## src/rtl/ipi_cmd_pkg.sv

```systemverilog
package ipi_cmd_pkg;
  localparam int WORD_W   = 32;
  localparam int DEST_W   = 8;
  localparam int VEC_W    = 8;
  localparam int MODE_W   = 3;
  localparam int SH_W     = 2;

  localparam int VEC_LSB   = 0;
  localparam int MODE_LSB  = 8;
  localparam int DMODE_BIT = 11;
  localparam int BUSY_BIT  = 12;
  localparam int LEVEL_BIT = 14;
  localparam int TRIG_BIT  = 15;
  localparam int SH_LSB    = 18;
  localparam int DEST_LSB  = WORD_W - DEST_W;

  localparam logic [WORD_W-1:0] LO_MASK =
      (((WORD_W'(1) << VEC_W) - 1) << VEC_LSB) |
      (((WORD_W'(1) << MODE_W) - 1) << MODE_LSB) |
      (WORD_W'(1) << DMODE_BIT) |
      (WORD_W'(1) << LEVEL_BIT) |
      (WORD_W'(1) << TRIG_BIT) |
      (((WORD_W'(1) << SH_W) - 1) << SH_LSB);

  typedef struct packed {
    logic [DEST_W-1:0] dest;
    logic [VEC_W-1:0]  vector;
    logic [MODE_W-1:0] mode;
    logic              dest_mode;
    logic              level;
    logic              trigger;
  } ipi_msg_t;
endpackage

```

## src/rtl/ipi_dest_reg.sv

```systemverilog
module ipi_dest_reg
  import ipi_cmd_pkg::*;
(
  input  logic              clk,
  input  logic              rst_n,
  input  logic              wr,
  input  logic [WORD_W-1:0] wr_data,
  output logic [DEST_W-1:0] dest
);
  always_ff @(posedge clk) begin
    if (!rst_n)  dest <= '0;
    else if (wr) dest <= wr_data[DEST_LSB +: DEST_W];
  end


  hold_dest_chk: assert property (@(posedge clk) disable iff (!rst_n)
    !wr |=> $stable(dest));
endmodule

```

## src/rtl/ipi_cmd_word.sv

```systemverilog
module ipi_cmd_word
  import ipi_cmd_pkg::*;
(
  input  logic              clk,
  input  logic              rst_n,
  input  logic              wr,
  input  logic [WORD_W-1:0] wr_data,
  input  logic              done,
  output logic [WORD_W-1:0] word_rd,
  output logic              busy,
  output logic              launch,
  output logic              sh_err
);
  logic [WORD_W-1:0] fields_q;
  logic [SH_W-1:0]   sh_code;
  logic              accept;
  logic              bad_sh;

  assign sh_code = wr_data[SH_LSB +: SH_W];
  assign accept  = wr && !busy;
  assign launch  = accept && (sh_code == '0);
  assign bad_sh  = accept && (sh_code != '0);

  always_ff @(posedge clk) begin
    if (!rst_n) begin
      fields_q <= '0;
      busy     <= 1'b0;
      sh_err   <= 1'b0;
    end else begin
      if (accept) fields_q <= wr_data & LO_MASK;
      if (launch)    busy <= 1'b1;
      else if (done) busy <= 1'b0;
      if (bad_sh) sh_err <= 1'b1;
    end
  end

  always_comb begin
    word_rd = fields_q;
    word_rd[BUSY_BIT] = busy;
  end


  busy_drop_chk: assert property (@(posedge clk) disable iff (!rst_n)
    (busy && wr && !done) |=> ($stable(word_rd)));

  err_sticky_chk: assert property (@(posedge clk) disable iff (!rst_n)
    sh_err |=> sh_err);

  err_no_busy_chk: assert property (@(posedge clk) disable iff (!rst_n)
    bad_sh |=> (!busy && sh_err));
endmodule

```

## src/rtl/ipi_msg_stage.sv

```systemverilog
module ipi_msg_stage
  import ipi_cmd_pkg::*;
(
  input  logic              clk,
  input  logic              rst_n,
  input  logic              launch,
  input  logic [WORD_W-1:0] wr_data,
  input  logic [DEST_W-1:0] dest,
  input  logic              ready,
  output logic              valid,
  output ipi_msg_t          msg
);
  always_ff @(posedge clk) begin
    if (!rst_n) begin
      valid <= 1'b0;
      msg   <= '0;
    end else if (launch) begin
      valid         <= 1'b1;
      msg.dest      <= dest;
      msg.vector    <= wr_data[VEC_LSB +: VEC_W];
      msg.mode      <= wr_data[MODE_LSB +: MODE_W];
      msg.dest_mode <= wr_data[DMODE_BIT];
      msg.level     <= wr_data[LEVEL_BIT];
      msg.trigger   <= wr_data[TRIG_BIT];
    end else if (valid && ready) begin
      valid <= 1'b0;
    end
  end


  hold_msg_chk: assert property (@(posedge clk) disable iff (!rst_n)
    (valid && !ready) |=> (valid && $stable(msg)));

  drain_msg_chk: assert property (@(posedge clk) disable iff (!rst_n)
    (valid && ready) |=> !valid);
endmodule

```

## src/rtl/ipi_cmd_regs.sv

```systemverilog
module ipi_cmd_regs
  import ipi_cmd_pkg::*;
(
  input  logic              clk,
  input  logic              rst_n,
  input  logic              wr_en,
  input  logic              wr_sel,
  input  logic [31:0]       wr_data,
  input  logic              rd_sel,
  output logic [31:0]       rd_data,
  output logic              msg_valid,
  input  logic              msg_ready,
  output logic [7:0]        msg_dest,
  output logic [7:0]        msg_vector,
  output logic [2:0]        msg_mode,
  output logic              msg_dest_mode,
  output logic              msg_level,
  output logic              msg_trigger,
  output logic              shorthand_err
);
  logic [DEST_W-1:0] dest_q;
  logic [WORD_W-1:0] lo_word;
  logic              busy;
  logic              launch;
  logic              done;
  ipi_msg_t          msg;

  assign done = msg_valid && msg_ready;

  ipi_dest_reg u_dest (
    .clk(clk), .rst_n(rst_n), .wr(wr_en && wr_sel), .wr_data(wr_data),
    .dest(dest_q));

  ipi_cmd_word u_word (
    .clk(clk), .rst_n(rst_n), .wr(wr_en && !wr_sel), .wr_data(wr_data),
    .done(done), .word_rd(lo_word), .busy(busy), .launch(launch),
    .sh_err(shorthand_err));

  ipi_msg_stage u_msg (
    .clk(clk), .rst_n(rst_n), .launch(launch), .wr_data(wr_data),
    .dest(dest_q), .ready(msg_ready), .valid(msg_valid), .msg(msg));

  assign rd_data       = rd_sel ? {dest_q, {(WORD_W-DEST_W){1'b0}}} : lo_word;
  assign msg_dest      = msg.dest;
  assign msg_vector    = msg.vector;
  assign msg_mode      = msg.mode;
  assign msg_dest_mode = msg.dest_mode;
  assign msg_level     = msg.level;
  assign msg_trigger   = msg.trigger;


  busy_tracks_valid_chk: assert property (@(posedge clk) disable iff (!rst_n)
    busy == msg_valid);
endmodule

```

## config.mk

```make
export PLATFORM = sky130hd
export DESIGN_NAME = ipi_cmd_regs
export DESIGN_NICKNAME = d
export VERILOG_FILES = /design/src/rtl/ipi_cmd_pkg.sv /design/src/rtl/ipi_dest_reg.sv /design/src/rtl/ipi_cmd_word.sv /design/src/rtl/ipi_msg_stage.sv /design/src/rtl/ipi_cmd_regs.sv
export SDC_FILE = /design/constraint.sdc
export NUM_CORES = 1
export LEC_CHECK = 0
export BUFFER_PORTS_ARGS = -buffer_cell sky130_fd_sc_hd__buf_2
export CAP_MARGIN = 40
export CORE_ASPECT_RATIO = 0.75
export CORE_MARGIN = 1.5
export CORE_UTILIZATION = 46
export CTS_CLUSTER_DIAMETER = 50
export DETAILED_ROUTE_END_ITERATION = 6
export HOLD_SLACK_MARGIN = 0.03
export PLACE_DENSITY = 0.84
export SETUP_SLACK_MARGIN = 0.05
export SLEW_MARGIN = 20
export SYNTH_ARGS = -nofsm -noshare
export SYNTH_HDL_FRONTEND = slang
export SYNTH_SLANG_ARGS = --single-unit
```

## constraint.sdc

```tcl
create_clock -name clk -period 2 [get_ports clk]
set_input_delay 0.2 -clock clk [delete_from_list [all_inputs] [get_ports clk]]
set_output_delay 0.2 -clock clk [all_outputs]
set_load 0.05 [all_outputs]
```

==> results.yml, run 1 <==
status:
  run_status: "finished clean"
placement:
  port_buffers: 78
  hpwl_um: 3160
  gp_congestion: 0.756
  place_ws_ns: 0.449
synth:
  yosys_register_bits: 48
  synth-seq-area-share_pct: 45.9
  yosysWarnings: 0
  synth_top_family_by_area: "simple AND/OR/NAND/NOR gates"
  synth_area_per_cell_um2: 8.55
  netlist_area_um2: 2100
  ys.flop_type: "dfxtp_1"
  synth_top_cell_by_area: "dfxtp_1"
  yosys.cell_count.top_type: "nand2_1"
  synth_cell_types: 18
  synthTopCellsByArea: "dfxtp_1 (46%), nand2_1 (15%), mux2i_1 (11%), a21boi_0 (8.6%), nor2b_1 (5.4%)"
  synth_xor_area_share_pct: 0
  synth_compound_area_share_pct: 9.31
  synth-simple-area-share_pct: 27.0
  async_flop_share_pct: 0
  synth_common_cells: "nand2_1 (85), dfxtp_1 (48), a21boi_0 (24)"
  synthAdderAreaFrac_pct: 0
  synth_cells: 245
  synth.area.mux_share_pct: 10.5
  synth-edff-count: 0
  synth_top_area_share_pct: 45.9
clock_network:
  ctsResizeCount: 0
  clk_latency_ns: 0.29
  clockBufferDepth: 2
  cts_buffers: 5
  cts_htree_levels: 2
  post_cts_buffers: 0
  cts_tree: "done"
  cts_root_buf: "clkbuf_8"
  clkTransAtPathRegs_ns: 0.08
  cts.sinks: 48
  cts_hold_buffers: 0
cells_and_area:
  n_antenna_cell: 0
  syn_to_final_growth_pct: 23.7
  fin_nets: 357
  drive_gt1_share_pct: 29.5
sta:
  fin_crit_ns: 1.55
  tightest_slew_ns: 0.571
  period_share_pct: 77.5
  final_hold_viol_count: 0
  hold_ws_ns: 0.159
  grt_setup_unrepaired: "no"
  setup_tns_ns: 0
  setup_viol: 0
  report.final.slew_viol_count: 0
  slew_headroom_pct: 62.0
  fin_ws_ns: 0.450
  skew_ns: 0.00330
  timing.fmax_ghz: 0.645
global_routing:
  antenna_found_initial: 0
  groute.layer.met2.usage_pct: 31.3
  top_usage_layer: "met2"
  grt_pass1_wl_um: 6890
  grt_usage_pct: 18.5
  use_met3_pct: 6.37
  use_met1_pct: 22.3
  grt_pass1_vias: 1536
  grt_max_degree: 37
  grt_overflow: 0
pwr:
  irDropWorstVdd_uv: 380
  p_per_area_nw_per_um2: 732
  p_leak_nw: 1.18
floorplanning:
  num_rows: 21
  initial_utilization_pct: 47.5
  design.core.area_um2: 4410
  die-width_um: 80.9
  fp.dieH_um: 61.5
  die_area_um2: 4970
  io_pins: 94
drt:
  first_pass_iters: 6
  wl_per_cell_um: 12.0
  ant_nets: 0
  detail_route.drc_violations: 0
  drt_iter0_markers: 74
  vias: 1782
  wl_um: 4530
  avgViaCountPerCell: 4.74
critical_path:
  critPathSlowestCell: "or3b_1"
  crit_required_ns: 2.22
  worst-setup-path-type: "reg2reg"
  worstPathArrival_ns: 1.77
  crit_path_start_kind: "flop"
  critPathMaxStageDelay_ns: 0.44
  crit_path_end_kind: "flop"
  path_cells: "or3b_1, nor3_4, buf_4, mux2i_1"
  cp_max_fo: 16
job:
  drv_cap: 0
worst_hold_path:
  min-delay-path-class: "in2reg"
where the power goes:
group	switching (W)	leakage, nW	internal, W	total [W]
registers	0.0000155	0.390	0.000986	0.00100
clock network	0.000293	0.0503	0.000308	0.000601
logic	0.000207	0.736	0.0000866	0.000294
total	0.000516	1.18	0.00138	0.00190
metal layers:
metal  wire (µm)  vias up
met5           0        -
li1            -      916
met1        2060      807
met2        2100       54
met3         321        5
met4          44        0
sequential cells by signal, indices dropped and copies added, names as in the netlist:
name and flops:
u_msg.msg 22, u_word.sh_err 1, u_dest.dest 8, u_word.fields_q 16, u_word.busy 1
through the flow:
stage | std cells | util (%) | power (W) | cell area, µm²
floorplan | 251 | - | 0.00125 | 2120
global placement | 369 | 56.5 | 0.00131 | 2500
detailed placement | 369 | 56.5 | 0.00132 | 2500
CTS | 376 | 58.7 | 0.00192 | 2590
global route | 376 | 58.7 | 0.00198 | 2590
finish | 376 | 58.7 | 0.00190 | 2590
cell families (layout without fill, tap and decap cells):
family,count (synthesis),after routing
simple gates,124,124
flops,48,48
compound gates,26,26
buf+inv,24,92
mux,22,22
other cells,1,7
layout by cell type, fill, tap and decap left out, drive strengths merged:
cell and count:
nand2 85, dfxtp 48, conb 7, nand3 8
nor3 1, or3b 1, clkbuf 7, o21a 2
nor3b 1, a21boi 24, buf 85, mux2i 22
nor2 2, and2 8, nor2b 18
worst paths after layout:
path                            cells after the start  slack (ns)             end          from
worst min-delay path                                3        0.16  u_dest.dest[2]   wr_data[26]
worst max register to register                      4        0.45   u_msg.msg[17]   u_word.busy
worst min register to register                      2        0.46    u_msg.msg[2]  u_msg.msg[2]
worst max-delay path                                4        0.45   u_msg.msg[17]   u_word.busy
worst max-delay path, delay by kind of cell (launching register included):
kind	cells	cell delay, ns
flops	1	0.34
mux	1	0.23
buf+inv	1	0.32
simple gates	2	0.58
area by class of cell:
| cell class | instances | area [µm²] |
|---|---|---|
| fill | 422 | 1820 |
| sequential | 48 | 961 |
| multi-input combinational | 179 | 1010 |
| tap | 57 | 71.3 |
| clock buffer | 7 | 96.3 |
| timing repair buffer | 85 | 455 |
Note: power is estimated with default switching activity, not from simulation.
==> inputs of run 2 (changes only) <==
--- a/config.mk
+++ b/config.mk
@@ -5,15 +5,16 @@
 export SDC_FILE = /design/constraint.sdc
 export NUM_CORES = 1
 export LEC_CHECK = 0
+export ABC_AREA = 1
 export BUFFER_PORTS_ARGS = -buffer_cell sky130_fd_sc_hd__buf_2
 export CAP_MARGIN = 40
 export CORE_ASPECT_RATIO = 0.75
 export CORE_MARGIN = 1.5
-export CORE_UTILIZATION = 46
+export CORE_UTILIZATION = 42
 export CTS_CLUSTER_DIAMETER = 50
 export DETAILED_ROUTE_END_ITERATION = 6
 export HOLD_SLACK_MARGIN = 0.03
-export PLACE_DENSITY = 0.84
+export PLACE_DENSITY = 0.81
 export SETUP_SLACK_MARGIN = 0.05
 export SLEW_MARGIN = 20
 export SYNTH_ARGS = -nofsm -noshare
==> constraint.sdc (replaced) <==
create_clock -name clk -period 1.3 [get_ports clk]
set_input_delay 0.13 -clock clk [delete_from_list [all_inputs] [get_ports clk]]
set_output_delay 0.13 -clock clk [all_outputs]
set_load 0.05 [all_outputs]
==> results.yml, run 2 <==
drt:
  avgViaCountPerCell: 4.63
  detail_route.drc_violations: 5
  drt_iter0_markers: 69
  wl_per_cell_um: 11.6
  first_pass_iters: 6
  wl_um: 5200
  ant_nets: 0
  vias: 2073
status:
  run_status: "complete, but fails checks"
  violations: "DRC"
sta:
  fin_crit_ns: 1.18
  slew_headroom_pct: 67.0
  period_share_pct: 90.9
  report.final.slew_viol_count: 0
  setup_tns_ns: 0
  final_hold_viol_count: 0
  grt_setup_unrepaired: "no"
  timing.fmax_ghz: 0.846
  setup_viol: 0
  tightest_slew_ns: 0.491
  skew_ns: 0.00696
synth:
  netlist_area_um2: 2140
  synthTopCellsByArea: "dfxtp_1 (45%), nand2_1 (11%), nor2_1 (11%), inv_1 (8.4%), nand4_1 (6.4%)"
  yosysWarnings: 0
  synth_cells: 314
  synth_cell_types: 18
  synth_top_cell_by_area: "dfxtp_1"
  async_flop_share_pct: 0
  ys.flop_type: "dfxtp_1"
  synth_common_cells: "nand2_1 (64), nor2_1 (64), dfxtp_1 (48), inv_1 (48), a21oi_1 (25)"
  yosys_register_bits: 48
  synth_area_per_cell_um2: 6.83
  synth-edff-count: 0
  synth-seq-area-share_pct: 44.8
  synth_top_area_share_pct: 44.8
placement:
  dpl_cell_area_um2: 2570
  gp_congestion: 0.808
  port_buffers: 78
  hpwl_um: 3680
job:
  drv_cap: 0
global_routing:
  grt_overflow: 0
  grt_pass1_vias: 1860
  grt_max_degree: 29
  grt_pass1_wl_um: 8530
  grt_usage_pct: 19.6
  antenna_found_initial: 0
critical_path:
  timing.rr.start: "u_word.busy"
  crit_end: "rd_data[12]"
  r2r_end: "u_word.fields_q[11]"
  reg2reg_setup_slack_ns: 0.18
  worstPathArrival_ns: 1.05
  crit_required_ns: 1.17
  rr_worst_depth: 5
  crit_path_start_kind: "flop"
  crit_path_end_kind: "primary output"
  setup.worst_path.start: "u_word.busy"
  worst-setup-path-type: "reg2out"
  cp_max_fo: 3
clock_network:
  clockBufferDepth: 2
  clk_latency_ns: 0.30
  clkTransAtPathRegs_ns: 0.08
  cts_root_buf: "clkbuf_8"
  cts_hold_buffers: 0
  cts_htree_levels: 2
  cts_tree: "done"
  cts.sinks: 48
  cts_buffers: 5
cells_and_area:
  largest_reg_flops: 22
  largestRegisters: "u_msg.msg x22, u_word.fields_q x16, u_dest.dest x8"
  fin_nets: 426
  top_register: "u_msg.msg"
  syn_to_final_growth_pct: 24.3
  drive_gt1_share_pct: 26.5
  layout_commonest_cell: "buf_2"
  nFillCells: 532
  final_cell_area_um2: 2660
  n_antenna_cell: 0
  mostFrequentLayoutCells: "buf_2 (77), nand2_1 (64), nor2_1 (63)"
floorplanning:
  die_area_um2: 5540
  io_pins: 94
  num_rows: 22
  design.core.area_um2: 4900
  fp.dieH_um: 64.9
  die-width_um: 85.5
  initial_utilization_pct: 43.7
pwr:
  irDropWorstVdd_uv: 451
  p_leak_nw: 1.38
  p_per_area_nw_per_um2: 1160
worst_hold_path:
  worstHoldStart: "wr_data[5]"
  min-delay-path-class: "in2reg"
[run 2: worst min path at each step]
stage / slack [ns] / cells after the start / endpoint
floorplan: 0.27 / 2 / u_word.fields_q[10]
finish: 0.09 / 3 / u_word.fields_q[5]
CTS: 0.08 / 3 / u_msg.msg[9]
detailed placement: 0.40 / 3 / u_msg.msg[9]
global route: 0.08 / 3 / u_word.fields_q[15]
global placement: 0.40 / 3 / u_word.fields_q[11]
[run 2: worst max-delay path, cell delays in order (launching register included)]
cell	delay [ns]
dfxtp_2	0.36
inv_2	0.06
nor2_2	0.07
buf_2	0.26
[run 2: layout make-up]
type | instances | area (µm²) | share of cell area [%]
sequential | 48 | 962 | 36.1
multi-input combinational | 194 | 858 | 32.2
timing repair buffer | 86 | 478 | 17.9
inverter | 53 | 199 | 7.47
clock buffer | 6 | 82.6 | 3.10
tap | 60 | 75.1 | 2.82
clock inverter | 1 | 8.76 | 0.329
[run 2: kinds of logic (layout without fill, tap and decap cells)]
group,Yosys count,in the layout,share of synthesized area (%)
buffers and inverters,78,146,16.3
AND/OR/NAND/NOR,154,154,31.0
flip-flops,48,48,44.8
AO/OA/AOI/OAI,33,33,7.71
other,1,7,0.175
[run 2: metrics by stage]
stage | hold WS, ns | cells | setup slack (ns) | total power [W] | util [%]
after global placement | 0.396 | 441 | 0.216 | 0.00221 | 52.5
after global routing | 0.0832 | 448 | 0.0548 | 0.00325 | 54.4
after floorplan | 0.273 | 320 | 0.00781 | 0.00206 | -
after CTS | 0.0843 | 448 | 0.0972 | 0.00311 | 54.3
after detailed placement | 0.398 | 441 | 0.181 | 0.00221 | 52.5
final | 0.0926 | 448 | 0.118 | 0.00308 | 54.4
[run 2: per-layer routing]
layer,wire length [µm],GRT usage [%]
met1,2400,24.7
met2,2370,32.0
met3,393,6.24
met4,40,6.25
met5,0,0
[run 2: power breakdown]
part	switching [W]	internal, W
combinational	0.000453	0.000160
clock	0.000479	0.000424
sequential	0.0000314	0.00154
total	0.000963	0.00212
[run 2: repair_timing]
| item | in CTS | in global routing |
|---|---|---|
| endpoints found under the setup margin | 0 | 1 |
| resized for setup | 0 | 1 |
| buffers inserted | 0 | 0 |
==> inputs of run 3 (changes only) <==
--- a/config.mk
+++ b/config.mk
@@ -13,7 +13,7 @@
 export CORE_UTILIZATION = 42
 export CTS_CLUSTER_DIAMETER = 50
 export DETAILED_ROUTE_END_ITERATION = 6
-export HOLD_SLACK_MARGIN = 0.03
+export HOLD_SLACK_MARGIN = 0.1
 export PLACE_DENSITY = 0.81
 export SETUP_SLACK_MARGIN = 0.05
 export SLEW_MARGIN = 20
==> results.yml, run 3 (same netlist as run 2, synthesis figures left out) <==
status:
  run_status: "complete, but fails checks"
  violations: "DRC"
placement:
  gp_congestion: 0.808
  port_buffers: 78
  hpwl_um: 3680
critical_path:
  crit_required_ns: 1.17
  worst-setup-path-type: "reg2out"
  crit_path_end_kind: "primary output"
  worstPathArrival_ns: 1.05
  setup.worst_path.start: "u_word.fields_q[1]"
  timing.rr.start: "u_word.busy"
  crit_path_start_kind: "flop"
  cp_max_fo: 2
floorplanning:
  initial_utilization_pct: 43.7
  die_area_um2: 5540
  die-width_um: 85.5
  fp.dieH_um: 64.9
  num_rows: 22
  io_pins: 94
  design.core.area_um2: 4900
pwr:
  p_leak_nw: 1.43
  p_sw_share_pct: 31.2
  power.internal_w: 0.00214
  p_per_area_nw_per_um2: 1120
  seqPwrFrac_pct: 50.3
  p_clk_share_pct: 29.0
  irDropWorstVdd_uv: 461
  power.switching_w: 0.000971
  p_comb_share_pct: 20.7
clock_network:
  post_cts_buffers: 0
  clk_latency_ns: 0.30
  clockBufferDepth: 2
  cts_buffers: 5
  cts_htree_levels: 2
  cts_tree: "done"
  clkTransAtPathRegs_ns: 0.08
  cts.sinks: 48
  cts_root_buf: "clkbuf_8"
sta:
  period_share_pct: 91.1
  tightest_slew_ns: 0.492
  skew_ns: 0.00716
  report.final.slew_viol_count: 0
  timing.fmax_ghz: 0.844
  setup_tns_ns: 0
  final_hold_viol_count: 0
  slew_headroom_pct: 67.0
  fin_crit_ns: 1.18
  setup_viol: 0
  grt_setup_unrepaired: "no"
cells_and_area:
  nFillCells: 522
  syn_to_final_growth_pct: 29.9
  mostFrequentLayoutCells: "buf_2 (77), nand2_1 (64), nor2_1 (63)"
  largestRegisters: "u_msg.msg x22, u_word.fields_q x16, u_dest.dest x8"
  largest_reg_flops: 22
  layout_commonest_cell: "buf_2"
  top_register: "u_msg.msg"
  n_antenna_cell: 0
  fin_nets: 438
  post-route-util_pct: 56.8
  drive_gt1_share_pct: 25.8
drt:
  avgViaCountPerCell: 4.64
  ant_nets: 0
  drt_iter0_markers: 119
  wl_um: 5450
  vias: 2135
  first_pass_iters: 7
  detail_route.drc_violations: 5
  wl_per_cell_um: 11.8
global_routing:
  grt_usage_pct: 20.5
  grt_pass1_vias: 1930
  antenna_found_initial: 0
  grt_pass1_wl_um: 8870
  grt_overflow: 0
  grt_max_degree: 29
worst_hold_path:
  min-delay-path-class: "in2reg"
  worstHoldStart: "wr_data[18]"
job:
  drv_cap: 0
-- run 3: cell count changes in the layout (fill, tap and decap cells not counted), sizes merged --
cell / delta
dlygate4sd3: +12
-- run 3: power groups by stage --
stage / Combinational [W] / Clock, W / Sequential [W]
final: 0.000644 / 0.000904 / 0.00157
after global routing: 0.000697 / 0.00101 / 0.00158
after CTS: 0.000642 / 0.000930 / 0.00157
after detailed placement: 0.000613 / 0 / 0.00160
after global placement: 0.000606 / 0 / 0.00160
after floorplan: 0.000372 / 0 / 0.00169
-- run 3: worst paths after layout --
kind | cells past startpoint | to | slack (ns)
setup / recovery | 3 | rd_data[1] | 0.12
hold / removal | 3 | u_word.fields_q[18] | 0.11
setup reg to reg | 5 | u_word.fields_q[11] | 0.18
hold reg to reg | 2 | u_dest.dest[0] | 0.47
-- run 3: through the flow --
stage          setup slack, ns  hold WS (ns)  total power, W  cells  cell area (µm²)
2_1_floorplan          0.00781         0.273         0.00206    320             2170
3_3_place_gp             0.216         0.396         0.00221    441             2570
3_5_place_dp             0.181         0.398         0.00221    441             2570
4_1_cts                 0.0972         0.103         0.00314    460             2780
5_1_grt                 0.0538         0.103         0.00328    460             2780
6_report                 0.115         0.113         0.00311    460             2780
-- run 3: timing repair --
item | in CTS | in global routing
hold buffers | 12 | 0
endpoints found under the setup margin | 0 | 1
gates resized for setup | 0 | 1
endpoints found under the hold margin | 13 | 0
-- run 3: layout make-up --
type	instances	area [µm²]	area share, %
clock buffer	6	82.6	2.97
tap	60	75.1	2.70
inverter	53	199	7.15
sequential	48	962	34.6
clock inverter	1	8.76	0.315
multi-input combinational	194	858	30.8
timing repair buffer	98	598	21.5
-- run 3: worst max-delay path: stages (launching register included) --
cell	delay [ns]
dfxtp_1	0.33
inv_1	0.04
nor2_1	0.10
buf_2	0.29
-- run 3: routing by layer --
layer  global-route usage [%]  up-vias  part of all wire [%]
met5                        0        -                     0
met4                     7.06        0                   1.3
met2                     32.8       82                    46
met3                     6.37        6                   7.6
met1                     26.1      941                    45
li1                         -     1106                     -
